===== src/rtl/glitch_ctl_pkg.sv =====
package glitch_ctl_pkg;

    localparam int NUM_DET = 4;
    localparam int SENS_W  = 2;
    localparam int SV_W    = NUM_DET * SENS_W;
    localparam int DATA_W  = 32;

    localparam logic [15:0] ARM_KEEP   = 16'h5BAD;
    localparam logic [15:0] DISARM_KEY = 16'hDCAF;
    localparam logic [7:0]  OVR_KEY    = 8'hDE;

    localparam logic [31:0] OFS_ARM    = 32'h00;
    localparam logic [31:0] OFS_DISARM = 32'h04;
    localparam logic [31:0] OFS_SENS   = 32'h08;
    localparam logic [31:0] OFS_LOCK   = 32'h0C;
    localparam logic [31:0] OFS_STAT   = 32'h10;
    localparam logic [31:0] OFS_FORCE  = 32'h14;

    typedef struct packed {
        logic [7:0]      ovr;
        logic [SV_W-1:0] inv;
        logic [SV_W-1:0] val;
    } sens_cfg_t;

    typedef struct packed {
        logic [15:0] arm;
        logic [15:0] disarm;
        sens_cfg_t   sens;
        logic [7:0]  lock;
    } cfg_t;

    localparam cfg_t CFG_RESET = '{arm: ARM_KEEP, disarm: 16'h0,
                                   sens: '{ovr: 8'h0, inv: '0, val: '0},
                                   lock: 8'h0};

    typedef enum logic [2:0] {
        SEL_NONE, SEL_ARM, SEL_DISARM, SEL_SENS, SEL_LOCK, SEL_STAT, SEL_FORCE
    } reg_sel_t;

    function automatic reg_sel_t decode_sel(input logic [31:0] a);
        case (a)
            OFS_ARM:    return SEL_ARM;
            OFS_DISARM: return SEL_DISARM;
            OFS_SENS:   return SEL_SENS;
            OFS_LOCK:   return SEL_LOCK;
            OFS_STAT:   return SEL_STAT;
            OFS_FORCE:  return SEL_FORCE;
            default:    return SEL_NONE;
        endcase
    endfunction

endpackage


===== src/rtl/glitch_ctl_sync.sv =====
module glitch_ctl_sync #(
    parameter int WIDTH = 4
) (
    input  logic             clk,
    input  logic             rst,
    input  logic [WIDTH-1:0] async_in,
    output logic [WIDTH-1:0] sync_out
);
    for (genvar i = 0; i < WIDTH; i++) begin : g_bit
        logic stage1, stage2;
        always_ff @(posedge clk) begin
            if (rst) begin
                stage1 <= 1'b0;
                stage2 <= 1'b0;
            end else begin
                stage1 <= async_in[i];
                stage2 <= stage1;
            end
        end
        assign sync_out[i] = stage2;
    end
endmodule


===== src/rtl/glitch_ctl_regs.sv =====
module glitch_ctl_regs
    import glitch_ctl_pkg::*;
#(
    parameter int ADDR_W = 8
) (
    input  logic               clk,
    input  logic               rst,
    input  logic               psel,
    input  logic               penable,
    input  logic               pwrite,
    input  logic [ADDR_W-1:0]  paddr,
    input  logic [DATA_W-1:0]  pwdata,
    input  logic               psecure,
    output logic [DATA_W-1:0]  prdata,
    output logic               pready,
    output logic               pslverr,
    input  logic [NUM_DET-1:0] det_sync,
    output cfg_t               cfg,
    output logic [NUM_DET-1:0] status,
    output logic [NUM_DET-1:0] force_vec
);
    logic               access, sec_ok, wr, cfg_wr;
    reg_sel_t           sel;
    logic [NUM_DET-1:0] clr_vec;
    logic               unused_bits;

    assign access  = psel & penable;
    assign sec_ok  = access & psecure;
    assign wr      = sec_ok & pwrite;
    assign cfg_wr  = wr & (cfg.lock == 8'h0);
    assign sel     = decode_sel(32'(paddr));
    assign pready  = 1'b1;
    assign pslverr = access & ~psecure;

    assign force_vec = (wr && sel == SEL_FORCE) ? pwdata[NUM_DET-1:0] : '0;
    assign clr_vec   = (wr && sel == SEL_STAT)  ? pwdata[NUM_DET-1:0] : '0;
    assign unused_bits = ^pwdata[23:16];

    always_ff @(posedge clk) begin
        if (rst) begin
            cfg <= CFG_RESET;
        end else if (cfg_wr) begin
            case (sel)
                SEL_ARM:    cfg.arm    <= pwdata[15:0];
                SEL_DISARM: cfg.disarm <= pwdata[15:0];
                SEL_SENS:   cfg.sens   <= '{ovr: pwdata[31:24],
                                            inv: pwdata[8 +: SV_W],
                                            val: pwdata[0 +: SV_W]};
                SEL_LOCK:   cfg.lock   <= pwdata[7:0];
                default:    ;
            endcase
        end
    end

    // a set arriving in the same cycle as a clear takes precedence
    always_ff @(posedge clk) begin
        if (rst) status <= '0;
        else     status <= (status & ~clr_vec) | det_sync | force_vec;
    end

    always_comb begin
        prdata = '0;
        if (sec_ok) begin
            case (sel)
                SEL_ARM:    prdata = {16'h0, cfg.arm};
                SEL_DISARM: prdata = {16'h0, cfg.disarm};
                SEL_SENS:   prdata = {cfg.sens.ovr, 8'h0, cfg.sens.inv, cfg.sens.val};
                SEL_LOCK:   prdata = {24'h0, cfg.lock};
                SEL_STAT:   prdata = {{(DATA_W-NUM_DET){1'b0}}, status};
                default:    prdata = '0;
            endcase
        end
    end
endmodule


===== src/rtl/glitch_ctl_eff.sv =====
module glitch_ctl_eff
    import glitch_ctl_pkg::*;
(
    input  cfg_t            cfg,
    input  logic            otp_arm,
    input  logic [SV_W-1:0] otp_sens,
    output logic            armed,
    output logic [SV_W-1:0] sens_eff
);
    logic forced, kept;
    logic ovr_on;

    assign forced = (cfg.arm != ARM_KEEP);
    assign kept   = otp_arm & (cfg.disarm != DISARM_KEY);
    assign armed  = forced | kept;
    assign ovr_on = (cfg.sens.ovr == OVR_KEY);

    for (genvar d = 0; d < NUM_DET; d++) begin : g_det
        logic [SENS_W-1:0] v, iv, dflt;
        assign v    = cfg.sens.val[d*SENS_W +: SENS_W];
        assign iv   = cfg.sens.inv[d*SENS_W +: SENS_W];
        assign dflt = otp_sens[d*SENS_W +: SENS_W];
        assign sens_eff[d*SENS_W +: SENS_W] = (ovr_on && (iv == ~v)) ? v : dflt;
    end
endmodule


===== src/rtl/glitch_ctl.sv =====
module glitch_ctl
    import glitch_ctl_pkg::*;
#(
    parameter int ADDR_W = 8
) (
    input  logic               clk,
    input  logic               rst,
    input  logic               psel,
    input  logic               penable,
    input  logic               pwrite,
    input  logic [ADDR_W-1:0]  paddr,
    input  logic [DATA_W-1:0]  pwdata,
    input  logic               psecure,
    output logic [DATA_W-1:0]  prdata,
    output logic               pready,
    output logic               pslverr,
    input  logic [NUM_DET-1:0] det_raw,
    input  logic               otp_arm,
    input  logic [SV_W-1:0]    otp_sens,
    output logic               armed,
    output logic [SV_W-1:0]    sens_eff,
    output logic               rst_req,
    output logic               rst_reason
);
    logic [NUM_DET-1:0] det_sync, status_w, force_w;
    cfg_t               cfg_w;
    logic               req_d;

    glitch_ctl_sync #(.WIDTH(NUM_DET)) sync_i (
        .clk(clk), .rst(rst), .async_in(det_raw), .sync_out(det_sync)
    );

    glitch_ctl_regs #(.ADDR_W(ADDR_W)) regs_i (
        .clk(clk), .rst(rst), .psel(psel), .penable(penable), .pwrite(pwrite),
        .paddr(paddr), .pwdata(pwdata), .psecure(psecure), .prdata(prdata),
        .pready(pready), .pslverr(pslverr), .det_sync(det_sync),
        .cfg(cfg_w), .status(status_w), .force_vec(force_w)
    );

    glitch_ctl_eff eff_i (
        .cfg(cfg_w), .otp_arm(otp_arm), .otp_sens(otp_sens),
        .armed(armed), .sens_eff(sens_eff)
    );

    assign req_d = armed & (|(det_sync | force_w));

    always_ff @(posedge clk) begin
        if (rst) begin
            rst_req    <= 1'b0;
            rst_reason <= 1'b0;
        end else begin
            rst_req    <= req_d;
            rst_reason <= req_d & ~rst_req;
        end
    end
endmodule


===== config.mk =====
export PLATFORM = sky130hd
export DESIGN_NAME = glitch_ctl
export DESIGN_NICKNAME = d
export VERILOG_FILES = /design/src/rtl/glitch_ctl_pkg.sv /design/src/rtl/glitch_ctl_sync.sv /design/src/rtl/glitch_ctl_regs.sv /design/src/rtl/glitch_ctl_eff.sv /design/src/rtl/glitch_ctl.sv
export SDC_FILE = /design/constraint.sdc
export NUM_CORES = 1
export LEC_CHECK = 0
export BUFFER_PORTS_ARGS = -buffer_cell sky130_fd_sc_hd__clkbuf_2
export CAP_MARGIN = 5
export CORE_MARGIN = 2
export CORE_UTILIZATION = 45
export DETAILED_ROUTE_END_ITERATION = 10
export HOLD_SLACK_MARGIN = 0.1
export PLACE_DENSITY = 0.8
export REMOVE_ABC_BUFFERS = 1
export SYNTH_ARGS = -nofsm -noshare
export SYNTH_HDL_FRONTEND = slang
export SYNTH_SLANG_ARGS = --single-unit

===== constraint.sdc =====
create_clock -name clk -period 3.54 [get_ports clk]
set_input_delay 0.354 -clock clk [delete_from_list [all_inputs] [get_ports clk]]
set_output_delay 0.354 -clock clk [all_outputs]
set_load 0.03 [all_outputs]

# Word-level counts from Yosys, hierarchy flattened
# Cells that the tools add are included.
[op_classes]
n_mux = 9
div = 0
n_bitwise = 20
reduce_logical = 13
multipliers = 0
addsub = 0
shift = 0
n_lt_le_gt_ge = 0
eq_ne = 18
[op_table]
columns = ["op", "n"]
rows = [
  ["$pmux 32 s5", 1],
  ["$mux 32", 1],
  ["$pmux 3 s6", 1],
  ["$eq 8x4->1 const B", 2],
  ["$eq 8x5->1 const B", 2],
  ["$logic_not 8->1", 2],
  ["$ne 16x15->1 const B", 1],
  ["$ne 16x16->1 const B", 1],
  ["$or 4x4->4", 3],
  ["$eq 3x3->1 const B", 3],
  ["$and 1x1->1", 8],
  ["$eq 2x2->1", 4],
  ["$eq 8x3->1 const B", 1],
  ["$eq 8x8->1 const B", 1],
  ["$mux 2", 4],
  ["$mux 4", 2],
  ["$not 2->2", 4],
  ["$reduce_and 2->1", 4],
  ["$eq 3x2->1 const B", 2],
  ["$logic_and 1x1->1", 6],
  ["$and 4x4->4", 1],
  ["$not 4->4", 1],
  ["$reduce_or 4->1", 1],
  ["$eq 3x1->1 const B", 1],
  ["other kinds (2)", 3],
]
[totals]
elab_cells = 77
mem_bits_rw = 0
n_memories = 0
latch_bits = 0
rom_bits = 0
input_bits = 59
reg_bits = 78

# Logic depth before layout (Yosys ltp)
# Gate-level depths: netlist (run 1).
[depth]
ltp_word = 9
mapped_depth = 8
depth_no_buf = 4

# Modules after synthesis
# A second synthesis (run 1) with hierarchy kept.
[unflattened]
hier_cells = 485
area_unflattened_um2 = 4469.3
[by_module_without_submodules]
columns = ["module", "cells_per_inst", "area_each_um2", "instances"]
rows = [
  ["glitch_ctl_regs", 404, 3621.0, 1],
  ["glitch_ctl_eff", 54, 524.3, 1],
  ["glitch_ctl_sync", 20, 240.2, 1],
  ["glitch_ctl", 7, 83.8, 1],
]

# Worst setup path after synthesis (run 1)
# Ideal clock, no wire load.
[synth_timing]
path_type = "register to output"
start = "register regs_i.cfg[29] (netlist name)"
end = "output sens_eff[1]"
path_stages_with_launch = 6
slack_ns = 1.352
t_arrival_ns = 1.834
path_cell_list = "dfxtp_1 > nand4b_1 > nor2_1 > clkbuf_1 > a31oi_1 > o21ai_0"
[synth_between]
elab_chain_cells = 3
[synth_lines]
columns = ["element", "line_no", "text"]
rows = [
  ["$eq 8x8->1", "glitch_ctl_eff.sv:16", "assign ovr_on = (cfg.sens.ovr == OVR_KEY);"],
  ["$logic_and 1x1->1", "glitch_ctl_eff.sv:23", "assign sens_eff[d*SENS_W +: SENS_W] = (ovr_on && (iv == ~v)) ? v : dflt;"],
  ["$mux 2", "glitch_ctl_eff.sv:23", ""],
  ["to (decl)", "glitch_ctl.sv:21", "output logic [SV_W-1:0] sens_eff,"],
]
# No other way between the ends.

# Worst setup path after layout (run 1)
[layout_timing]
start = "input paddr[1]"
end = "output prdata[30]"
[layout_between]
elab_chain_cells = 5
word_cells_on_any_way = 14
[layout_lines]
columns = ["element", "line_no", "text"]
rows = [
  ["from (decl)", "glitch_ctl.sv:11", "input logic [ADDR_W-1:0] paddr,"],
  ["$eq 8x5->1, or another cell as far along", "glitch_ctl_pkg.sv:41", "case (a)"],
  ["$pmux 3 s6 (*)", "glitch_ctl_pkg.sv:41", ""],
  ["$eq 3x3->1, or another cell as far along", "glitch_ctl_regs.sv:64", "case (sel)"],
  ["$pmux 32 s5 (*)", "glitch_ctl_regs.sv:64", ""],
  ["$mux 32 (*)", "glitch_ctl_regs.sv:63", "if (sec_ok) begin"],
  ["to (decl)", "glitch_ctl.sv:14", "output logic [DATA_W-1:0] prdata,"],
]
# Every way passes the cells marked *; elsewhere a longest branch is shown, timed or not.

==> results of run 1 <==
[area by class of cell]
| cell class | count | area, um^2 |
|---|---|---|
| clock buffers | 11 | 141 |
| clock inverters | 5 | 81.3 |
| fillers | 805 | 4050 |
| inverters | 18 | 67.6 |
| multi-input cells | 363 | 2250 |
| flip-flops and latches | 78 | 1560 |
| well taps | 108 | 135 |
| repair buffers | 98 | 520 |
[routing by layer]
metal	vias to the layer above	wire length, um	GRT usage, %
li1	1932	-	-
met2	208	5480	37.7
met1	1966	5110	32.6
met3	23	1010	5.06
met5	-	0	0
met4	0	233	7.69
[where the power goes]
part	leakage, nW	internal, mW	total (mW)	switching [mW]
clock network	0.110	0.418	0.757	0.339
registers	0.631	0.885	0.890	0.00461
logic	1.33	0.0614	0.182	0.121
[state kept, by name (all words and copies together), names as in the netlist]
register and cells:
regs_i.cfg 64, regs_i.status 4, rst_reason 1, rst_req 1, sync_i.g_bit.stage1 4, sync_i.g_bit.stage2 4
[kinds of logic (layout without fill, tap and decap cells)]
logic type,count (synthesis),in the layout
AO/OA/AOI/OAI,139,139
XOR/XNOR,8,8
buffers and inverters,70,132
flip-flops,78,78
multiplexers,36,36
other,2,9
AND/OR/NAND/NOR,171,171
[through the flow]
step           hold slack (ns)  cells
2_1_floorplan            0.414    459
4_1_cts                  0.210    681
6_report                 0.210    681
3_3_place_gp             0.421    665
3_5_place_dp             0.426    665
5_1_grt                  0.207    681
[cells in the mapped netlist, types with 5 or more instances]
cell | n | area share [%]
dfxtp_1 | 78 | 38
a21oi_1 | 55 | 6.7
o21ai_0 | 48 | 5.8
nor2_1 | 45 | 4.1
mux2i_1 | 32 | 7.8
clkbuf_1 | 27 | 2.5
nand2_1 | 27 | 2.5
nand3_1 | 27 | 3.3
nand4_1 | 20 | 3.0
inv_1 | 18 | 1.6
and3_1 | 14 | 2.1
buf_2 | 12 | 1.5
nor2b_1 | 12 | 1.8
buf_4 | 10 | 1.8
a31oi_1 | 8 | 1.2
o2bb2ai_1 | 8 | 1.7
xor2_1 | 8 | 1.7
a31o_2 | 7 | 1.5
nand4b_1 | 7 | 1.5
o22ai_1 | 5 | 0.76
[worst max-delay path, cell delays in order]
cell and delay (ns):
clkbuf_2 0.09, nor4_1 0.80, and3_1 0.58, and3_1 0.24, clkbuf_2 0.21
[worst max-delay path by stage]
stage	startpoint	slack, ns	to	depth (start not counted)
3_5_place_dp	paddr[1]	1.04	prdata[24]	5
3_3_place_gp	paddr[1]	1.08	prdata[10]	7
2_1_floorplan	paddr[1]	0.81	prdata[10]	4
5_1_grt	paddr[1]	0.86	prdata[25]	5
4_1_cts	paddr[1]	1.03	prdata[24]	5
6_report	paddr[1]	0.91	prdata[30]	5
==> metrics.txt, run 1 <==
Worst VDD drop=roughly 0.22 mV; Die H=99.6 um; post-cts hold buffer count=0; R2R cell count=5; Top FF cell, synth=dfxtp_1; Std-Cell Core Area=0.00881 mm^2; Root Driver=clkbuf_8; most frequent cells in the layout=86 x clkbuf_2, 78 x dfxtp_1, 55 x a21oi_1, 48 x o21ai_0, 45 x nor2_1; post-CTS setup buffer count=0; unrepaired setup endpoints after global routing=false; max frequency=380 MHz; cell area after layout=0.00476 mm^2; Final Setup Violations=0; DRC=0; most common cell after layout, fill and taps aside=clkbuf_2; Synth cell types=45; final setup TNS=0 ns; Layout area overhead=15.8%; worst reg2reg endpoint=regs_i.cfg[56]$_SDFFE_PP1P_; Worst EP arrival=2.28 ns; routability congestion estimate from global placement=~0.91; Clock Path Buffers=2; Final Power=1.83 mW; Power Density=384 mW/mm^2; vias per inst=a little over 6; final wirelength=11,800 um; clock skew=between 0.01 and 0.015 ns; worst skew pair latency=about 0.35 ns; pins over their slew limit=0; vias in the first global route=3,889; CTS Sinks=78; flop2flop setup slack=about 1.7 ns; R2R Path Start=regs_i.cfg[0]$_SDFFE_PP0P_; dpl cell area=0.00454 mm^2; outcome=finished, final reports clean; largest family of logic cells by synthesized area=simple AND/OR/NAND/NOR gates; ANT nets after route=0; Hold Path Class=primary input to flop; Final Hold Vio Count=0; Mapped Avg Cell Area=between 8 and 9 um^2; Setup crit end kind=output port; dpl ws=1.04 ns; crit share post-route=74.3%; CTS tree=done; worst hold stages=2; XOR/XNOR share of the synthesized area=under 10%; first-pass GRT wire length=just under 20,000 um; Initial Util=46.7%; Routed wire per std cell=17.4 um; Rows=34; Final min period=2.63 ns; PostCTS Resize Cnt=0; Max Cap Viol=0; Iter 0 DRT Violations=552; compound-gate portion of the synthesized area=around a fifth; final core utilization=between 50% and 60%; Reg clk slew, reported paths=0.08 ns; Worst setup SP type=primary input; post-synthesis mux area share=~10%; share of flip-flops with an asynchronous set or reset=0%; Post-synth EDFFs=0; grt ovf=0; Post-Synth Adder-Cell Area=0%; Die Wd=99.6 um; initial antenna violation count=0; DIE AREA=0.00991 mm^2; required time of the critical path=3.19 ns; Post-Synth Simple-Gate Area=22.7%; hpwl dp=8100 um; final setup margin=0.909 ns; Final #Nets=627; total track usage=a little under a quarter; FF+latch count, synth=78; total number of yosys warnings=0; pin count of the biggest net entering global routing=41; ANT cells=0; Static Leak=2.07 nW; worst-path fanout max=15; Netlist Area Pre-Place=0.00411 mm^2; Vias=4,129; Seq/Total Area, Yosys=roughly two fifths; Ports=104; 1st-pass router iterations=6; hold_sp=det_raw[1]; H-tree Lvls=3; Slew headroom=36.7%; number of buffers inserted by port buffering=86; crit path kind=primary input to output port; share of cells above drive strength 1=between 20 and 25%; Num CTS Buffers=9; cells after synthesis=504; hold endpoint=sync_i.g_bit[1].stage1$_SDFF_PP0_; worst-margin pin slew=about 0.95 ns
Note: power is estimated with default switching activity, not from simulation.
==> run 2: changes to the inputs <==
Clock period 3.54 ns to 2.5 ns, I/O delays scaled along.
==> metrics.txt, run 2 (same netlist as run 1, synthesis figures left out) <==
outcome=finished, final reports clean; Ports=104 (unchanged); Num CTS Buffers=9 (unchanged); crit path kind=primary input to output port; grt ovf=0 (unchanged); number of buffers inserted by port buffering=86 (unchanged); Setup crit end kind=output port; Sw Pwr=0.661 mW (+42%); Reg clk slew, reported paths=0.08 ns (about the same); Reg area=0.00156 mm^2 (unchanged); pins over their slew limit=0 (unchanged); Final Hold Vio Count=0 (unchanged); Layout area overhead=16.4%; clock skew=0.00697 ns (-0.00382 ns); R2R Path Start=regs_i.cfg[0]$_SDFFE_PP0P_; unrepaired setup endpoints after global routing=false; Slew headroom=61.8% (+25 points); Final Power=2.49 mW (+36%); Rows=34 (unchanged); most frequent cells in the layout=86 x clkbuf_2, 78 x dfxtp_1, 55 x a21oi_1, 48 x o21ai_0, 45 x nor2_1; pin count of the biggest net entering global routing=41 (unchanged); crit-path leading delay family=simple AND/OR/NAND/NOR gates; share of cells above drive strength 1=23.3% (+0.80 points); post-route insts no fill=687 (+0.88%); worst hold stages=2 (unchanged); max FFs per register=64 (unchanged); hpwl dp=8530 um (+5.3%); sequential power share=50.5% (+1.9 points); Clock Path Buffers=2 (unchanged); worst-path fanout max=8 (-7); Final min period=2.32 ns; Hold Path Class=primary input to flop; vias per inst=5.95 (-1.8%); hold_sp=det_raw[3]; cell-internal power=1.83 mW (+34%); Most flops, register=regs_i.cfg; final wirelength=12,000 um (+1.6%); max frequency=431 MHz; DIE AREA=0.00991 mm^2 (unchanged); Power Density=521 mW/mm^2 (+35%); Worst EP arrival=2.07 ns (-0.21 ns); CTS Sinks=78 (unchanged); worst reg2reg endpoint=regs_i.cfg[38]$_SDFFE_PP0P_; Max stage delay on crit path=0.59 ns (-0.21 ns); DP Cell Count=670 (+0.75%); ANT nets after route=0 (unchanged); first-pass GRT wire length=19,500 um (+1.2%); PostCTS Resize Cnt=0 (unchanged); required time of the critical path=2.25 ns (-0.94 ns); critical path cell sequence=clkbuf_2 -> or4_4 -> nor2_1 -> nand2_1 -> nor2_1 -> clkbuf_2; Routed wire per std cell=17.5 um (+0.75%); Root Driver=clkbuf_8; worst skew pair latency=0.36 ns (about the same); slowest stage cell, crit path=or4_4; worst-margin pin slew=0.572 ns (-0.376 ns); Die H=99.6 um (unchanged); post-CTS setup buffer count=0 (unchanged); ANT cells=0 (unchanged); hold endpoint=sync_i.g_bit[3].stage1$_SDFF_PP0_; most common cell after layout, fill and taps aside=clkbuf_2; initial antenna violation count=0 (unchanged); Vias=4,091 (-0.92%); Std-Cell Core Area=0.00881 mm^2 (unchanged); Final #Nets=633 (+0.96%); 1st-pass router iterations=5 (-1); crit share post-route=92.7%; Static Leak=2.09 nW (+1.1%); Sw Ratio=26.5% (+1.1 points); Worst VDD drop=0.287 mV (+32%); Iter 0 DRT Violations=359 (-35%); Clock Power Share=38.9% (-2.5 points); Initial Util=46.7% (unchanged); Combinational Power Share=10.5% (+0.5 points); H-tree Lvls=3 (unchanged); flop2flop setup slack=0.60 ns (-1.08 ns); routability congestion estimate from global placement=0.957 (+5.2%); area of the multi-input gates=0.00225 mm^2 (unchanged); CTS tree=done; # fillers=797 (-0.99%); R2R cell count=5 (unchanged); Max Cap Viol=0 (unchanged); Final Setup Violations=0 (unchanged); vias in the first global route=3,971 (+2.1%); Worst setup SP type=primary input; Buf+Inv Stages, Crit Path=2 (unchanged); DRC=0 (unchanged); Die Wd=99.6 um (unchanged); total track usage=24.3% (+0.50 points)
## run 2: final cells by class
cell class                      count  area share (%)
Clock inverter                      6            1.28
Inverter                           18            1.41
Tap cell                          108            2.83
Sequential cell                    78            32.7
Clock buffer                       10            2.88
Timing Repair Buffer              104            11.9
Multi-Input combinational cell    363            47.1
## run 2: how the worst max path moves through the flow
stage	start	slack, ns	cells past startpoint	endpoint
floorplan	paddr[1]	-0.02	4	prdata[10]
global placement	paddr[1]	0.28	6	prdata[14]
detailed placement	paddr[1]	0.24	6	prdata[11]
CTS	paddr[1]	0.24	6	prdata[11]
global route	paddr[1]	0.06	6	prdata[11]
finish	paddr[1]	0.18	6	prdata[11]
## run 2: power groups by stage
| stage | combinational (mW) | clock (mW) | sequential (mW) |
|---|---|---|---|
| 2_1_floorplan | 0.124 | 0 | 1.29 |
| 3_3_place_gp | 0.252 | 0 | 1.29 |
| 3_5_place_dp | 0.257 | 0 | 1.29 |
| 4_1_cts | 0.260 | 0.966 | 1.26 |
| 5_1_grt | 0.285 | 1.03 | 1.26 |
| 6_report | 0.263 | 0.969 | 1.26 |
## run 2: what timing repair did
action / 4_1_cts / 5_1_grt
endpoints found under the setup margin: 0 / 0
hold buffers: 1 / 0
hold endpoints to repair: 1 / 0
## run 2: stage by stage
step	setup WS (ns)	hold WS [ns]	cell area, um^2	utilization, %	setup TNS [ns]
after floorplan	-0.0177	0.319	3880	-	-0.142
after global placement	0.277	0.421	4570	51.9	0
after detailed placement	0.242	0.438	4570	51.9	0
after CTS	0.239	0.102	4780	54.3	0
after global routing	0.0607	0.122	4780	54.3	0
final	0.182	0.0995	4780	54.3	0
## run 2: layer usage
layer / track usage, % / part of all wire (%) / vias up
met2: 40.1 / 47 / 217
li1: - / - / 1938
met4: 8.64 / 1.6 / 0
met1: 31.4 / 43 / 1911
met5: 0 / 0 / -
met3: 5.27 / 8.5 / 25
